### config.mk
export PLATFORM = sky130hd
export DESIGN_NAME = async_sram_ctrl
export DESIGN_NICKNAME = d
export VERILOG_FILES = /design/src/rtl/sram_ctrl_pkg.sv /design/src/rtl/sram_interval_timer.sv /design/src/rtl/sram_seq_fsm.sv /design/src/rtl/async_sram_ctrl.sv
export SDC_FILE = /design/constraint.sdc
export NUM_CORES = 1
export LEC_CHECK = 0
export ABC_AREA = 0
export CAP_MARGIN = 20
export CORE_ASPECT_RATIO = 1.1
export CORE_MARGIN = 5
export CORE_UTILIZATION = 50
export DETAILED_ROUTE_END_ITERATION = 10
export DONT_BUFFER_PORTS = 1
export GPL_TIMING_DRIVEN = 0
export PLACE_DENSITY = 0.68
export REMOVE_ABC_BUFFERS = 1
export SKIP_LAST_GASP = 1
export SLEW_MARGIN = 40
export SYNTH_ARGS = -nofsm -noshare
export SYNTH_HDL_FRONTEND = slang
export SYNTH_SLANG_ARGS = --single-unit
export TNS_END_PERCENT = 10
### constraint.sdc
create_clock -name clk_i -period 1.3 [get_ports clk_i]
set_input_delay 0.26 -clock clk_i [delete_from_list [all_inputs] [get_ports clk_i]]
set_output_delay 0.26 -clock clk_i [all_outputs]
set_load 0.03 [all_outputs]
### src/rtl/sram_ctrl_pkg.sv
package sram_ctrl_pkg;
  typedef enum logic [1:0] {
    SEQ_IDLE = 2'd0,
    SEQ_RD   = 2'd1,
    SEQ_WR   = 2'd2,
    SEQ_TURN = 2'd3
  } seq_state_e;

  function automatic int imax(input int a, input int b);
    return (a > b) ? a : b;
  endfunction
endpackage

### src/rtl/sram_interval_timer.sv
module sram_interval_timer #(
  parameter int CNT_W = 2
) (
  input  logic             clk_i,
  input  logic             rst_ni,
  input  logic             load_i,
  input  logic [CNT_W-1:0] load_val_i,
  output logic             last_o
);
  logic [CNT_W-1:0] cnt_q;

  always_ff @(posedge clk_i or negedge rst_ni) begin
    if (!rst_ni)               cnt_q <= '0;
    else if (load_i)           cnt_q <= load_val_i;
    else if (cnt_q != '0)      cnt_q <= cnt_q - 1'b1;
  end

  assign last_o = (cnt_q == '0);
endmodule

### src/rtl/sram_seq_fsm.sv
module sram_seq_fsm
  import sram_ctrl_pkg::*;
(
  input  logic       clk_i,
  input  logic       rst_ni,
  input  logic       accept_i,
  input  logic       write_i,
  input  logic       last_i,
  output logic       idle_o,
  output logic       finish_rd_o,
  output logic       finish_wr_o
);
  seq_state_e state_q, state_d;

  always_comb begin
    state_d = state_q;
    unique case (state_q)
      SEQ_IDLE: if (accept_i) state_d = write_i ? SEQ_WR : SEQ_RD;
      SEQ_RD:   if (last_i)   state_d = SEQ_IDLE;
      SEQ_WR:   if (last_i)   state_d = SEQ_TURN;
      SEQ_TURN: if (last_i)   state_d = SEQ_IDLE;
      default:                state_d = SEQ_IDLE;
    endcase
  end

  always_ff @(posedge clk_i or negedge rst_ni) begin
    if (!rst_ni) state_q <= SEQ_IDLE;
    else         state_q <= state_d;
  end

  assign idle_o      = (state_q == SEQ_IDLE);
  assign finish_rd_o = (state_q == SEQ_RD) && last_i;
  assign finish_wr_o = (state_q == SEQ_WR) && last_i;


  busy_hold_chk: assert property (@(posedge clk_i) disable iff (!rst_ni)
    (state_q == SEQ_RD || state_q == SEQ_WR) && !last_i |=> !idle_o);
endmodule

### src/rtl/async_sram_ctrl.sv
module async_sram_ctrl
  import sram_ctrl_pkg::*;
#(
  parameter int ADDR_W   = 10,
  parameter int DATA_W   = 4,
  parameter int ACC_CYC  = 1,
  parameter int WP_CYC   = 1,
  parameter int DW_CYC   = 1,
  parameter int TURN_CYC = 1
) (
  input  logic              clk_i,
  input  logic              rst_ni,
  input  logic              req_valid_i,
  output logic              req_ready_o,
  input  logic              req_write_i,
  input  logic [ADDR_W-1:0] req_addr_i,
  input  logic [DATA_W-1:0] req_wdata_i,
  output logic              rsp_done_o,
  output logic [DATA_W-1:0] rsp_rdata_o,
  output logic [ADDR_W-1:0] mem_addr_o,
  output logic              mem_ce_no,
  output logic              mem_we_no,
  output logic [DATA_W-1:0] mem_dq_o,
  input  logic [DATA_W-1:0] mem_dq_i,
  output logic              mem_dq_oe_o
);
  // write pulse must also cover data setup before its end
  localparam int WPX_CYC = imax(WP_CYC, DW_CYC);
  localparam int MAX_CYC = imax(imax(ACC_CYC, WPX_CYC), TURN_CYC);
  localparam int CNT_W   = $clog2(MAX_CYC + 1);
  localparam logic [CNT_W-1:0] ACC_LD  = CNT_W'(ACC_CYC - 1);
  localparam logic [CNT_W-1:0] WPX_LD  = CNT_W'(WPX_CYC - 1);
  localparam logic [CNT_W-1:0] TURN_LD = CNT_W'(TURN_CYC - 1);

  logic             idle, last, finish_rd, finish_wr, accept, load;
  logic [CNT_W-1:0] load_val;

  assign accept      = req_valid_i && idle;
  assign req_ready_o = idle;
  assign load        = accept || finish_wr;
  assign load_val    = finish_wr ? TURN_LD : (req_write_i ? WPX_LD : ACC_LD);

  sram_seq_fsm u_fsm (
    .clk_i       (clk_i),
    .rst_ni      (rst_ni),
    .accept_i    (accept),
    .write_i     (req_write_i),
    .last_i      (last),
    .idle_o      (idle),
    .finish_rd_o (finish_rd),
    .finish_wr_o (finish_wr)
  );

  sram_interval_timer #(.CNT_W(CNT_W)) u_timer (
    .clk_i      (clk_i),
    .rst_ni     (rst_ni),
    .load_i     (load),
    .load_val_i (load_val),
    .last_o     (last)
  );

  always_ff @(posedge clk_i or negedge rst_ni) begin
    if (!rst_ni) begin
      mem_addr_o  <= '0;
      mem_dq_o    <= '0;
      mem_ce_no   <= 1'b1;
      mem_we_no   <= 1'b1;
      mem_dq_oe_o <= 1'b0;
      rsp_rdata_o <= '0;
      rsp_done_o  <= 1'b0;
    end else begin
      rsp_done_o <= 1'b0;
      if (accept) begin
        mem_addr_o  <= req_addr_i;
        mem_dq_o    <= req_wdata_i;
        mem_ce_no   <= 1'b0;
        mem_we_no   <= !req_write_i;
        mem_dq_oe_o <= req_write_i;
      end
      if (finish_rd) begin
        rsp_rdata_o <= mem_dq_i;
        mem_ce_no   <= 1'b1;
        rsp_done_o  <= 1'b1;
      end
      if (finish_wr) begin
        mem_ce_no   <= 1'b1;
        mem_we_no   <= 1'b1;
        mem_dq_oe_o <= 1'b0;
        rsp_done_o  <= 1'b1;
      end
    end
  end


  addr_stable_chk: assert property (@(posedge clk_i) disable iff (!rst_ni)
    !mem_ce_no && $past(!mem_ce_no) |-> $stable(mem_addr_o) && $stable(mem_dq_o));

  no_contention_chk: assert property (@(posedge clk_i) disable iff (!rst_ni)
    !(mem_dq_oe_o && !mem_ce_no && mem_we_no));

  we_inside_ce_chk: assert property (@(posedge clk_i) disable iff (!rst_ni)
    !mem_we_no |-> !mem_ce_no && mem_dq_oe_o);

  we_release_chk: assert property (@(posedge clk_i) disable iff (!rst_ni)
    $rose(mem_we_no) |-> mem_ce_no && !mem_dq_oe_o && rsp_done_o);

  done_pulse_chk: assert property (@(posedge clk_i) disable iff (!rst_ni)
    rsp_done_o |=> !rsp_done_o);

  busy_no_ready_chk: assert property (@(posedge clk_i) disable iff (!rst_ni)
    !mem_ce_no |-> !req_ready_o);

  rdata_hold_chk: assert property (@(posedge clk_i) disable iff (!rst_ni)
    !mem_we_no |=> $stable(rsp_rdata_o));
endmodule

# Word level (Yosys, flattened, before mapping)

Cells that the tools add are included.

Flip-flop bits (word level): 25
Bits of input ports: 22
Output and inout bits: 23
Logic and storage cells: 43

Add/subtract/negate cells: 1
Equal/unequal tests: 6
Multiplexer cells: 16
Bitwise operators: 1
Reduce and logical (&&, ||, !) cells: 10

Operators by type and width:

| operator                                                              | count |
|---|---|
| 1-bit two-way mux                                                     | 11 |
| 2-bit two-way mux                                                     | 4 |
| 2-bit case mux with 3 select lines                                    | 1 |
| 2-bit equality test, second input constant                            | 2 |
| 2-bit != test, second input constant                                  | 2 |
| 1-bit logical AND                                                     | 3 |
| 3-bit AND reduction                                                   | 1 |
| 3-bit nonzero test                                                    | 1 |
| 2-bit by 1-bit equality test with 1-bit output, second input constant | 1 |
| 2-bit zero test                                                       | 1 |
| 2-bit by 1-bit != test with 1-bit output, second input constant       | 1 |
| 2-bit nonzero test                                                    | 1 |
| 2-bit OR reduction                                                    | 1 |
| 1-bit zero test                                                       | 1 |
| 1-bit logical OR                                                      | 1 |
| 1-bit NOT                                                             | 1 |
| 1-bit subtractor, second input constant                               | 1 |

# Depth between registers and ports, before layout

Depth in word-level cells: 5
Gate-level depth with buffers: 5
Gate-level depth less buffers: 4

# Modules after synthesis

Synthesis repeated with hierarchy kept, for this count alone.

Cells, all modules: 66
Area, all modules: 1009.7 µm²

By module, submodules not included:

| module              | instances | cells each | area each (µm²) | sequential area each (µm²) |
|---|---|---|---|---|
| async_sram_ctrl     | 1         | 52         | 870.8           | 553.0 |
| sram_seq_fsm        | 1         | 11         | 103.8           | 50.0 |
| sram_interval_timer | 1         | 3          | 35.0            | 25.0 |

# Least setup slack after synthesis

OpenSTA, ideal clock, no wires.

Kind: register -> register
From: register u_fsm.state_q[0]
To: register mem_addr_o[0]
Library setup time: 125 ps
Data arrival time: 1504 ps
Data required time: 1175 ps
Setup slack: -329 ps
Cell stages (with the launch flop): 6
Buffers on the path: 1
Period minus slack after synthesis: 1629 ps
Path through: dfrtp_1 -> inv_1 -> ha_1 -> nand2_4 -> buf_6 -> mux2_4

Longest elaborated chain between the ends: 2

Ends and longest elaborated chain:

| element                  | RTL line              | source |
|---|---|---|
| start: declaration       | sram_seq_fsm.sv:13    | `seq_state_e state_q, state_d;` |
| start signal: assignment | sram_seq_fsm.sv:28    | `else state_q <= state_d;` |
| 2-bit zero test          | sram_seq_fsm.sv:31    | `assign idle_o = (state_q == SEQ_IDLE);` |
| net req_ready_o          | async_sram_ctrl.sv:14 | `output logic req_ready_o,` |
| 1-bit logical AND        | async_sram_ctrl.sv:38 | `assign accept = req_valid_i && idle;` |
| end signal: assignment   | async_sram_ctrl.sv:74 | `mem_addr_o <= req_addr_i;` |
| end: declaration         | async_sram_ctrl.sv:20 | `output logic [ADDR_W-1:0] mem_addr_o,` |

The timed path passes the listed nets, and every way through them passes these cells.
A chain may end at the register's enable or synchronous reset.

# Worst setup path after layout

From: register u_fsm.state_q[0]
To: register u_fsm.state_q[0]

Longest elaborated chain between the ends: 4
Elaborated cells between the ends (all ways): 11
Those cells by class: eq/ne: 6; mux: 1; reduce/logical: 4

Ends and longest elaborated chain:

| element                                            | RTL line |
|---|---|
| 2-bit zero test (*)                                | sram_seq_fsm.sv:31 |
| net req_ready_o                                    | async_sram_ctrl.sv:14 |
| 1-bit logical AND                                  | async_sram_ctrl.sv:38 |
| 2-bit by 1-bit != test with 1-bit output (no line) | n/a |
| 3-bit AND reduction (no line)                      | n/a |

The timed path passes the listed nets; every way through them passes the cells marked *.

==> results by group <==
Floorplan
  • Rows: 17
  • Die Y: 57.4 um
  • Ports: 45
  • Width of the die: 53.1 um
  • Core Region: 1980 sq um
  • Die ar.: 3050 sq um
  • Initial Utilization: 51.7%

Critical path
  • Critical path data arrival time: 1580 ps
  • Critical path cell sequence: inv_2, ha_4, or2b_4, a31o_2
  • Buf/Inv on CP: 1
  • Worst Setup Start Kind: flip-flop
  • Crit path kind: reg -> reg
  • Worst path required time: 1500 ps
  • Crit-path slowest cell: dfrtp_1
  • Critical Path Sink Type: flip-flop
  • Max stage delay on crit path: 420 ps
  • Critical path peak fanout: 7
  • Family with the most delay on the worst path: flip-flops

Yosys
  • Synth Register Bits: 24
  • Synth Area in Compound Gates: 4.77%
  • Simple-Gate Fraction of Synth Area: 4.41%
  • Yosys cell types: 19
  • Post-synthesis sequential area ratio: 59.0%
  • Async SR Flop Fraction: 100%
  • Area share of fa/ha/maj cells after synthesis: 4.90%
  • Post-Syn Area per Cell: 16.2 sq um
  • Cells after synthesis: 63
  • Post-Synth XOR/XNOR Area: 0%
  • Main combinational cell family by area after synthesis: multiplexers
  • Yosys Warn Count: 0
  • Mapped cell area: 1020 sq um
  • Main synth FF type: dfrtp_1
  • Post-synthesis mux area share: 25.1%
  • Number of synthesized flops with an enable pin: 0

Power and ir drop
  • Leak: 0.547 nW
  • Tot Pwr: 0.00372 W
  • Maximum vdd drop: 1390 uV
  • Power per cell area: 3180 nW/um^2

Cells and area
  • Commonest non-fill, non-tap cell in the layout: dfrtp_1
  • Area of the multi-input gates: 427 sq um
  • Commonest non-fill, non-tap cells in the layout: 22 x dfrtp_1, 9 x mux2_4, 9 x mux2_2
  • FILL cells: 156
  • Antenna Diode Count: 0
  • Layout Utilization: 59.1%
  • Sequential standard cell area: 603 sq um
  • NumNets Final: 99
  • Area Overhead vs Synth: 14.4%
  • Layout cells sized above 1: 56.9%

Timing
  • Pins Over Slew Limit: 0
  • Fin worst setup slack: -80.8 ps
  • Slew HR: 66.4%
  • RSZ-0062 raised after global routing: yes
  • Slew @ Worst Pin: 504 ps
  • Final period utilization: 106%
  • Tmin final: 1380 ps
  • # setup viols final: 21
  • Max Fclk: 724 MHz
  • Clock Skew: 4.65 ps
  • Final hold viol count: 0

Global route
  • Vias in the first global route: 626
  • GR Util met1: 13.6%
  • Met2 GRT Util: 21.5%
  • Initial antenna violation count: 0
  • Largest net degree at the start of global routing: 25
  • Gr ovfl total: 0
  • Top Usage Layer GRT: met2
  • GR Util met3: 4.96%
  • All-layer global routing usage: 12.6%
  • First-pass GRT wire length: 2860 um

Routing
  • Wire per inst: 16.9 um
  • DRT Pass-1 Iters: 2
  • Number of vias per cell: 5.37
  • WL final: 1690 um
  • DR iter-0 viols: 1
  • Via count: 537
  • Routed Antenna Nets: 0
  • Number of remaining DRC errors: 0

CTS
  • Clock root buffer: clkbuf_4
  • # clock sinks: 24
  • Htree depth: 1
  • TritonCTS Buffers: 3
  • Worst-skew pair later-pin latency: 300 ps
  • CTS max path bufs: 2
  • CTS tree: done
  • Worst-path clk slew: 130 ps

Place
  • IO buf count: 0
  • Pre-CTS setup slack: -495 ps
  • RePlAce Congestion: 0.696
  • HPWL Detailed: 1180 um

Run status
  • Failing checks: negative setup slack
  • Run status: complete, but fails checks

Run
  • Max Cap Violations: 0

Min path
  • Hold Path Class: in -> reg
synthesized netlist by cell type, drive strengths merged, types with 2 or more instances:
cell type | number | area, sq um
dfrtp | 22 | 551
nand2 | 2 | 15.0
mux2i | 2 | 20.0
ha | 4 | 50.1
a21o | 3 | 25.0
dfstp | 2 | 52.6
mux2 | 18 | 236
inv | 2 | 7.51
state kept, by name, indices dropped and copies added, names as in the netlist:
signal,count
mem_we_no,1
mem_dq_oe_o,1
u_fsm.state_q,2
mem_addr_o,10
rsp_rdata_o,4
mem_ce_no,1
mem_dq_o,4
rsp_done_o,1
path summary, 6_finish.rpt:
check	from	to	slack, ps	cells after the start
max	u_fsm.state_q[0]$_DFFE_PN0P_	u_fsm.state_q[0]$_DFFE_PN0P_	-80	4
min	req_addr_i[2]	mem_addr_o[2]$_DFFE_PN0P_	90	1
max reg2reg	u_fsm.state_q[0]$_DFFE_PN0P_	u_fsm.state_q[0]$_DFFE_PN0P_	-80	4
min reg2reg	mem_ce_no$_DFFE_PN1P_	mem_ce_no$_DFFE_PN1P_	630	1
max in group asynchronous	rst_ni	mem_ce_no$_DFFE_PN1P_	490	2
min in group asynchronous	rst_ni	rsp_done_o$_DFF_PN0_	450	2
what timing repair did:
item / 4_1_cts / 5_1_grt
hold endpoints to repair: 24 / 22
hold buffers: 1 / 1
setup endpoints to repair: 20 / 21
setup buffers: 4 / 0
pin swaps: 1 / 1
gates resized for setup: 7 / 0
logic make-up (layout without fill, tap and decap cells):
kind of cell,Yosys count,count (layout)
compound gates,6,6
mux,20,20
buf+inv,3,12
fa+ha+maj,4,4
simple gates,6,6
flops,24,24
layer usage:
layer / up-vias / part of all wire [%]
met1: 273 / 38
li1: 238 / -
met3: 2 / 8.2
met5: - / 0
met4: 0 / 0.77
met2: 24 / 53
where the power goes:
group / internal [W] / switching, W
sequential: 0.00112 / 0.000923
clock: 0.000311 / 0.000208
combinational: 0.000717 / 0.000438
stage by stage:
stage / std cells / TNS (ps) / hold slack [ps] / instance area (sq um)
after floorplan: 62 / -4940 / -35.6 / 1010
after global placement: 90 / -7410 / -35.0 / 1050
after detailed placement: 90 / -8120 / -35.0 / 1050
after CTS: 99 / -842 / 76.3 / 1160
after global routing: 100 / -1940 / 59.9 / 1170
final: 100 / -850 / 91.3 / 1170
worst reg2reg max path, delay by kind of cell (launching register included):
| family | cells | cell delay, ps |
|---|---|---|
| AO/OA/AOI/OAI | 1 | 200 |
| adder cells (fa/ha/maj) | 1 | 260 |
| buffers and inverters | 1 | 100 |
| flip-flops | 1 | 420 |
| AND/OR/NAND/NOR | 1 | 310 |
final cells by class:
class                      count  share of cell area, %
sequential                    24                   51.6
multi-input combinational     36                   36.5
timing repair buffer           6                   3.85
tap                           28                   2.99
clock inverter                 1                   2.57
clock buffer                   3                   1.93
inverter                       2                  0.642
No activity file was read; power rests on OpenSTA's default activity.
